==> config.mk <==
export PLATFORM = sky130hd
export DESIGN_NAME = hr_router
export DESIGN_NICKNAME = d
export VERILOG_FILES = /design/src/rtl/hr_pkg.sv /design/src/rtl/hr_route_dec.sv /design/src/rtl/hr_out_arb.sv /design/src/rtl/hr_router.sv
export SDC_FILE = /design/constraint.sdc
export NUM_CORES = 1
export LEC_CHECK = 0
export ABC_AREA = 1
export BUFFER_PORTS_ARGS = -buffer_cell sky130_fd_sc_hd__buf_4
export CORE_ASPECT_RATIO = 2
export CORE_MARGIN = 2
export CORE_UTILIZATION = 45
export DETAILED_ROUTE_END_ITERATION = 16
export PLACE_DENSITY_LB_ADDON = 0.25
export SYNTH_ARGS = -nofsm -noshare
export SYNTH_HDL_FRONTEND = slang
export SYNTH_SLANG_ARGS = --single-unit
==> constraint.sdc <==
create_clock -name clk -period 4.47 [get_ports clk]
set_input_delay 1.341 -clock clk [delete_from_list [all_inputs] [get_ports clk]]
set_output_delay 1.341 -clock clk [all_outputs]
set_load 0.01 [all_outputs]
==> src/rtl/hr_pkg.sv <==
package hr_pkg;
  localparam int NPORT     = 5;
  localparam int PORT_W    = 3;
  localparam int FIELD_W   = 2;
  localparam int ADDR_W    = 3 * FIELD_W;
  localparam int TBL_DEPTH = 8;
  localparam int ENTRY_W   = 1 + 4 * FIELD_W + PORT_W;

  typedef logic [PORT_W-1:0] port_t;
  localparam port_t UPLINK = port_t'(4);

  typedef struct packed {
    logic               valid;
    logic [FIELD_W-1:0] chip_val;
    logic [FIELD_W-1:0] chip_msk;
    logic [FIELD_W-1:0] clu_val;
    logic [FIELD_W-1:0] clu_msk;
    port_t              port;
  } fwd_entry_t;

  // slot 3 .. slot 0; slots 4-7 unused
  localparam logic [TBL_DEPTH*ENTRY_W-1:0] DEFAULT_TABLE =
    {48'h0, 12'hDD3, 12'hB82, 12'h981, 12'h998};
endpackage

==> src/rtl/hr_route_dec.sv <==
module hr_route_dec
  import hr_pkg::*;
#(
  parameter bit                              FABRIC     = 1'b0,
  parameter logic [FIELD_W-1:0]              MY_CLUSTER = '0,
  parameter logic [TBL_DEPTH*ENTRY_W-1:0]    FWD_TABLE  = DEFAULT_TABLE
) (
  input  logic [ADDR_W-1:0] addr,
  output port_t             dst
);
  logic [FIELD_W-1:0] chip, clu, rank;
  assign chip = addr[ADDR_W-1 -: FIELD_W];
  assign clu  = addr[ADDR_W-1-FIELD_W -: FIELD_W];
  assign rank = addr[FIELD_W-1:0];

  generate
    if (FABRIC) begin : g_fabric
      fwd_entry_t ent;
      logic unused_rank;
      assign unused_rank = ^rank;
      always_comb begin
        dst = UPLINK;
        ent = '0;
        // walk high to low so the lowest matching slot is applied last
        for (int k = TBL_DEPTH - 1; k >= 0; k--) begin
          ent = fwd_entry_t'(FWD_TABLE[k*ENTRY_W +: ENTRY_W]);
          if (ent.valid &&
              (((chip ^ ent.chip_val) & ent.chip_msk) == '0) &&
              (((clu  ^ ent.clu_val)  & ent.clu_msk)  == '0))
            dst = ent.port;
        end
      end
    end else begin : g_local
      logic unused_chip;
      assign unused_chip = ^chip;
      always_comb dst = (clu == MY_CLUSTER) ? port_t'(rank) : UPLINK;
    end
  endgenerate
endmodule

==> src/rtl/hr_out_arb.sv <==
module hr_out_arb #(
  parameter int N     = 5,
  localparam int IDX_W = $clog2(N)
) (
  input  logic             clk,
  input  logic             rst_n,
  input  logic [N-1:0]     req,
  input  logic             fire_last,
  output logic             busy,
  output logic [IDX_W-1:0] owner
);
  logic             found;
  logic [IDX_W-1:0] pick;
  int               cand;

  always_comb begin
    found = 1'b0;
    pick  = owner;
    cand  = 0;
    for (int j = 1; j <= N; j++) begin
      cand = (int'(owner) + j) % N;
      if (!found && req[cand]) begin
        found = 1'b1;
        pick  = IDX_W'(cand);
      end
    end
  end

  always_ff @(posedge clk) begin
    if (!rst_n) begin
      busy  <= 1'b0;
      owner <= IDX_W'(N - 1);
    end else if (busy) begin
      if (fire_last) busy <= 1'b0;
    end else if (found) begin
      busy  <= 1'b1;
      owner <= pick;
    end
  end

  a_r6_lock_holds: assert property (@(posedge clk) disable iff (!rst_n)
    busy && !fire_last |=> busy && $stable(owner));
  a_r8_free_after_last: assert property (@(posedge clk) disable iff (!rst_n)
    busy && fire_last |=> !busy);
  a_r8_grant_needs_req: assert property (@(posedge clk) disable iff (!rst_n)
    !busy && (req == '0) |=> !busy);
  a_r7_rotates: assert property (@(posedge clk) disable iff (!rst_n)
    !busy && ($countones(req) > 1) |=> busy && (owner != $past(owner)));
endmodule

==> src/rtl/hr_router.sv <==
module hr_router
  import hr_pkg::*;
#(
  parameter int                           W          = 16,
  parameter bit                           FABRIC     = 1'b0,
  parameter logic [FIELD_W-1:0]           MY_CLUSTER = '0,
  parameter logic [TBL_DEPTH*ENTRY_W-1:0] FWD_TABLE  = DEFAULT_TABLE
) (
  input  logic                 clk,
  input  logic                 rst_n,
  input  logic [NPORT-1:0]     in_valid,
  output logic [NPORT-1:0]     in_ready,
  input  logic [NPORT*W-1:0]   in_data,
  input  logic [NPORT-1:0]     in_first,
  input  logic [NPORT-1:0]     in_last,
  output logic [NPORT-1:0]     out_valid,
  input  logic [NPORT-1:0]     out_ready,
  output logic [NPORT*W-1:0]   out_data,
  output logic [NPORT-1:0]     out_first,
  output logic [NPORT-1:0]     out_last
);
  localparam int N     = NPORT;
  localparam int IDX_W = $clog2(N);

  port_t            dst   [N];
  logic [N-1:0]     busy;
  logic [IDX_W-1:0] owner [N];
  logic [N-1:0]     owned [N];

  generate
    for (genvar i = 0; i < N; i++) begin : g_in
      hr_route_dec #(
        .FABRIC(FABRIC), .MY_CLUSTER(MY_CLUSTER), .FWD_TABLE(FWD_TABLE)
      ) u_dec (
        .addr(in_data[i*W+W-1 -: ADDR_W]),
        .dst (dst[i])
      );
    end

    for (genvar o = 0; o < N; o++) begin : g_out
      logic [N-1:0] req;
      logic         fire_last;
      always_comb
        for (int i = 0; i < N; i++)
          req[i] = in_valid[i] && in_first[i] && (dst[i] == port_t'(o));

      assign out_valid[o]        = busy[o] && in_valid[owner[o]];
      assign out_data[o*W +: W]  = in_data[owner[o]*W +: W];
      assign out_first[o]        = in_first[owner[o]];
      assign out_last[o]         = in_last[owner[o]];
      assign fire_last           = out_valid[o] && out_ready[o] && in_last[owner[o]];

      hr_out_arb #(.N(N)) u_arb (
        .clk(clk), .rst_n(rst_n), .req(req), .fire_last(fire_last),
        .busy(busy[o]), .owner(owner[o])
      );
    end

    for (genvar i = 0; i < N; i++) begin : g_own
      always_comb
        for (int o = 0; o < N; o++)
          owned[i][o] = busy[o] && (owner[o] == IDX_W'(i));
      assign in_ready[i] = |(owned[i] & out_ready);

      a_r6_one_owner: assert property (@(posedge clk) disable iff (!rst_n)
        $onehot0(owned[i]));
    end
  endgenerate
endmodule

==> results of run 1 <==
==> worst min-delay path: stages, from the launching register on <==
cell	delay, ps
dfxtp_1	320
nand2_1	60
a21oi_1	60
==> logic make-up after synthesis <==
logic type / share of synthesized area
AOI/OAI and AO/OA: 0.275
xor gates and xnor gates: 0.0252
and+or+nand+nor: 0.401
DFF: 0.0316
buffers and inverters: 0.130
adders and majority gates: 0.137
==> layout make-up <==
| class | instances | area share |
|---|---|---|
| Multi-Input combinational cell | 1859 | 0.726 |
| Timing Repair Buffer | 248 | 0.127 |
| Inverter | 321 | 0.0826 |
| Tap cell | 356 | 0.0304 |
| Sequential cell | 20 | 0.0278 |
| Clock buffer | 4 | 0.00607 |
==> Yosys cell counts, types with 7 or more instances <==
| cell | count | share of area |
|---|---|---|
| nand3b_1 | 14 | 0.0083 |
| ha_1 | 136 | 0.13 |
| buf_1 | 18 | 0.0053 |
| o211ai_1 | 19 | 0.011 |
| clkbuf_1 | 80 | 0.024 |
| buf_2 | 7 | 0.0028 |
| o21ai_0 | 224 | 0.088 |
| nand2_1 | 496 | 0.15 |
| a31oi_1 | 10 | 0.0049 |
| inv_1 | 272 | 0.081 |
| dfxtp_1 | 20 | 0.032 |
| nor3_1 | 13 | 0.0051 |
| o31ai_1 | 68 | 0.040 |
| nand3_1 | 300 | 0.12 |
| a21oi_2 | 8 | 0.0055 |
| nand2_2 | 55 | 0.027 |
| nand3_2 | 15 | 0.012 |
| inv_2 | 41 | 0.012 |
| nand4_1 | 36 | 0.018 |
| o22ai_1 | 15 | 0.0074 |
| nor2_1 | 124 | 0.037 |
| a21oi_1 | 181 | 0.071 |
| o21ai_1 | 32 | 0.013 |
| xor2_1 | 23 | 0.016 |
| o21ai_2 | 18 | 0.012 |
==> registers in the layout (all words and copies together) (netlist names) <==
register / cells
g_out.u_arb.busy: 5
g_out.u_arb.owner: 15
==> how the worst max path moves through the flow <==
stage                                  from                       to  cells after the start
global route        g_out[3].u_arb.owner[2]  g_out[3].u_arb.owner[1]                     23
floorplan           g_out[2].u_arb.owner[0]  g_out[2].u_arb.owner[0]                     25
CTS                 g_out[2].u_arb.owner[0]  g_out[2].u_arb.owner[0]                     24
finish              g_out[1].u_arb.owner[1]             out_first[1]                      4
global placement               out_ready[1]              in_ready[4]                      6
detailed placement  g_out[2].u_arb.owner[0]  g_out[2].u_arb.owner[0]                     24
==> power groups by stage <==
stage | registers, W | clock network (W) | logic (W)
after floorplan | 0.000363 | 0 | 0.00978
after global placement | 0.000352 | 0 | 0.0129
after detailed placement | 0.000353 | 0 | 0.0131
after CTS | 0.000349 | 0.000238 | 0.0131
after global routing | 0.000363 | 0.000239 | 0.0149
final | 0.000354 | 0.000237 | 0.0134
==> layer usage <==
| layer | vias up | track usage |
|---|---|---|
| met5 | - | 0 |
| met4 | 4 | 0.270 |
| met3 | 235 | 0.0878 |
| met2 | 1029 | 0.556 |
| met1 | 7407 | 0.412 |
| li1 | 8080 | - |
==> stage by stage <==
step	worst slack [ps]	total power, W	util
6_report	148	0.0140	0.523
5_1_grt	42.8	0.0155	0.523
4_1_cts	499	0.0137	0.523
3_5_place_dp	528	0.0134	0.520
3_3_place_gp	591	0.0132	0.520
2_1_floorplan	309	0.0101	-
==> flow_summary.ini, run 1 <==
[final_layout]
seq_area_um2 = 407
antennaDiodeCount = 0
fin_area_um2 = 14600
multi_input_area_um2 = 10600
area_growth_pct = 15.5
drive_above_1_share = 0.175
final_cell_mix = 496 x nand2_1, 300 x nand3_1, 272 x inv_1, 248 x buf_4, 224 x o21ai_0
nNetsFinal = 2693
final-instance-count-excl-fill = 2808
final_common_cell = nand2_1
fillers = 2989

[synthesis]
yosys_most_used_dff = dfxtp_1
synth_edf_count = 0
seq_area_frac_synth = 0.0316
synth_seq_cells = 20
synth_cell_types = 62
yosys_warnings = 0
synth.cell_area_um2 = 12700
avgSynthCellArea_um2 = 5.49
syn_inst = 2310
syn_nets = 2550
async_flop_share = 0

[power_and_ir_drop]
ir_worst_vdd_mv = 0.637
p_int_w = 0.00499
pwr-share-comb = 0.958
seqPwrFrac = 0.025
switching_share = 0.643
p_switching_w = 0.00898
powerDensity_nw_per_um2 = 954
clkPwrFrac = 0.017
power.leakage_nw = 7.62

[worst_setup_path]
path_buf_inv = 2
reg2reg_depth = 23
cp.arrival_ps = 2980
required_ps = 3130
crit_chain = nor2_1, clkinv_1, o31ai_1, buf_4
max_stage_delay_ps = 1230
r2r_start = g_out[2].u_arb.owner[0]
setup.worst_path.start_class = flop
crit_family = compound AO/OA/AOI/OAI gates
critPathSlowestCell = o31ai_1
cp-end-kind = primary output
r2r_end = g_out[2].u_arb.owner[0]
critical_path_class = flop to primary output
cp_max_fo = 14
r2r_slack_ps = 470

[flow_run]
cap_viol_max_count = 0

[clock_tree]
ctsResizeCount = 0
path_clk_slew_ps = 80
clockBufferDepth = 2
cts_tree = built
root_buffer = clkbuf_16
hold_buffers = 0
cts_setup_buffers = 0
numCtsBuffers = 3
htreeDepth = 1
clk-insertion-delay-late_ps = 280
cts.sinks = 20

[run_status]
outcome = completed

[placement]
place_congestion = 1.10
port_buffers = 201
placed_cell_area_um2 = 14600
dp.cells = 2804
dp_hpwl_um = 42100

[route]
routed.top_layer = met5
drt-wirelength-per-cell_um = 19.4
drt_pre_antenna_iters = 6
initialDrtViolationCount = 1962
met2_wirelength_um = 23400
routed-via-count = 16800
route.met3.wl_um = 6590
drt-total-wl_um = 54600
drc_errors = 0
m1WireLength_um = 19800
ant_nets = 0
detail_route.vias_per_cell = 5.97

[timing]
rsz0062_at_grt = false
final_hold_viol_count = 0
hold_ws_ps = 488
slew_headroom = 0.131
tns_ps = 0
finalSetupViolCount = 0
max_freq_mhz = 231
maxSlewViolCount = 0
fin_crit_ps = 4320
clock_skew_ps = 7.26
worst_pin_slew_ps = 1290
fin_crit_sh = 0.967

[die]
initial_core_util = 0.453
io_pins = 202
die_x_um = 123
rows = 87
coreArea_um2 = 28000
die_area_um2 = 29600
die_h_um = 241

[min_path]
min_to = g_out[4].u_arb.busy
hold_start = g_out[4].u_arb.busy
min_path_cells = 2
hp-class = flop to flop

[global_route]
grt_pass1_wl_um = 81900
grt-ovfl-total = 0
grt_max_degree = 92
grt_pass1_vias = 14800
grt_use_total = 0.356
antenna_found_initial = 3
Power figures use the tool's default switching activity.
==> run 2, diff against run 1 <==
- SETUP_SLACK_MARGIN: unset -> 0.15
==> run 2 against run 1 <==
Net effect:
- setup slack better by 48 ps
- die area did not move
- highest routed layer unchanged
- utilization grew 0.067 points
- hold slack better by 2.2 ps
- power barely moved
- non-clock buffer count is the same
- critical endpoint unchanged
- maximum frequency is 1.1% higher
- largest power group unchanged
==> flow_summary.ini, run 2 (same netlist as run 1, synthesis figures left out) <==
[run_status]
outcome = completed

[timing]
maxSlewViolCount = 0
max_freq_mhz = 234
finalSetupViolCount = 0
fin_crit_sh = 0.956
rsz0062_at_grt = false
slew_headroom = 0.161
tns_ps = 0
fin_crit_ps = 4270
worst_pin_slew_ps = 1250
clock_skew_ps = 6.88
final_hold_viol_count = 0

[worst_setup_path]
crit_start = g_out[1].u_arb.owner[1]
reg2reg_depth = 23
r2r_start = g_out[2].u_arb.owner[0]
cp_max_fo = 14
cp.arrival_ps = 2930
required_ps = 3130
endpoint = out_first[1]
r2r_end = g_out[2].u_arb.owner[0]
r2r_slack_ps = 580
setup.worst_path.start_class = flop
cp-end-kind = primary output
critical_path_class = flop to primary output

[power_and_ir_drop]
switching_share = 0.643
p_switching_w = 0.00898
pwr-share-comb = 0.958
ir_worst_vdd_mv = 0.643
seqPwrFrac = 0.025
power.leakage_nw = 7.62
p_int_w = 0.00500
clkPwrFrac = 0.017
power_w = 0.0140
powerDensity_nw_per_um2 = 954

[route]
drt-wirelength-per-cell_um = 19.4
ant_nets = 0
drc_errors = 0
routed-via-count = 16800
drt-total-wl_um = 54600
detail_route.vias_per_cell = 5.97
initialDrtViolationCount = 1978
drt_pre_antenna_iters = 8

[global_route]
grt_use_total = 0.356
grt_max_degree = 92
grt_pass1_vias = 14800
antenna_found_initial = 3
grt-ovfl-total = 0
grt_pass1_wl_um = 81900

[clock_tree]
cts_tree = built
htreeDepth = 1
numCtsBuffers = 3
path_clk_slew_ps = 70
root_buffer = clkbuf_16
cts.sinks = 20
clk-insertion-delay-late_ps = 280
clockBufferDepth = 2

[die]
coreArea_um2 = 28000
initial_core_util = 0.453
io_pins = 202
die_x_um = 123
rows = 87
die_area_um2 = 29600
die_h_um = 241

[final_layout]
antennaDiodeCount = 0
regMostFlops = g_out.u_arb.owner
drive_above_1_share = 0.177
area_growth_pct = 15.6
final_cell_mix = 496 x nand2_1, 300 x nand3_1, 272 x inv_1, 248 x buf_4, 224 x o21ai_0
largest_reg_flops = 15
final_common_cell = nand2_1
largest_registers = g_out.u_arb.owner: 15 flops, g_out.u_arb.busy: 5 flops
utilization = 0.524
nNetsFinal = 2693
fin_area_um2 = 14700

[min_path]
hp-class = flop to flop

[placement]
place_congestion = 1.10
placed_cell_area_um2 = 14600
dp_hpwl_um = 42100
port_buffers = 201

[flow_run]
cap_viol_max_count = 0
-- run 2: cell counts in the layout (fill, tap and decap cells not counted) --
Identical to the previous run, type by type.
-- run 2: critical path, cell delays in order, from the launching register on --
cell and delay (ps):
dfxtp_1 450, nor2_1 210, clkinv_1 520, o31ai_1 1200, buf_4 270
-- run 2: layout make-up --
cell class                 instances  area, µm²
fill                            2986      13300
multi-input combinational       1859      10600
timing repair buffer             248       1860
inverter                         321       1210
tap                              356        445
sequential                        20        408
clock buffer                       4       88.8
-- run 2: how the worst min path moves through the flow --
stage                        start  cells after the start  slack, ps                  end
2_1_floorplan  g_out[4].u_arb.busy                      2        460  g_out[4].u_arb.busy
3_3_place_gp   g_out[4].u_arb.busy                      2        480  g_out[4].u_arb.busy
3_5_place_dp   g_out[4].u_arb.busy                      2        480  g_out[4].u_arb.busy
4_1_cts        g_out[4].u_arb.busy                      2        490  g_out[4].u_arb.busy
5_1_grt        g_out[4].u_arb.busy                      2        520  g_out[4].u_arb.busy
6_report       g_out[4].u_arb.busy                      2        490  g_out[4].u_arb.busy
-- run 2: what timing repair did --
action,4_1_cts,5_1_grt
gates resized for setup,0,4
hold buffers,0,0
buffers inserted,0,0
setup endpoints to repair,0,6
-- run 2: routing by layer --
layer / share of wire / wire [µm] / GRT usage
met1: 0.36 / 19700 / 0.412
met2: 0.43 / 23600 / 0.556
met3: 0.12 / 6500 / 0.0878
met4: 0.087 / 4760 / 0.270
met5: 0.00049 / 27 / 0
-- run 2: power by group through the flow --
stage                     clock (W)  sequential [W]  combinational [W]
final                      0.000235        0.000353             0.0134
after global routing       0.000239        0.000364             0.0150
after CTS                  0.000238        0.000349             0.0131
after detailed placement          0        0.000353             0.0131
after global placement            0        0.000352             0.0129
after floorplan                   0        0.000363            0.00978
-- run 2: through the flow --
stage,hold WS [ps],std cells,worst slack [ps]
finish,490,2808,196
CTS,488,2808,499
global route,517,2808,179
detailed placement,477,2804,528
global placement,477,2804,591
floorplan,457,2310,309
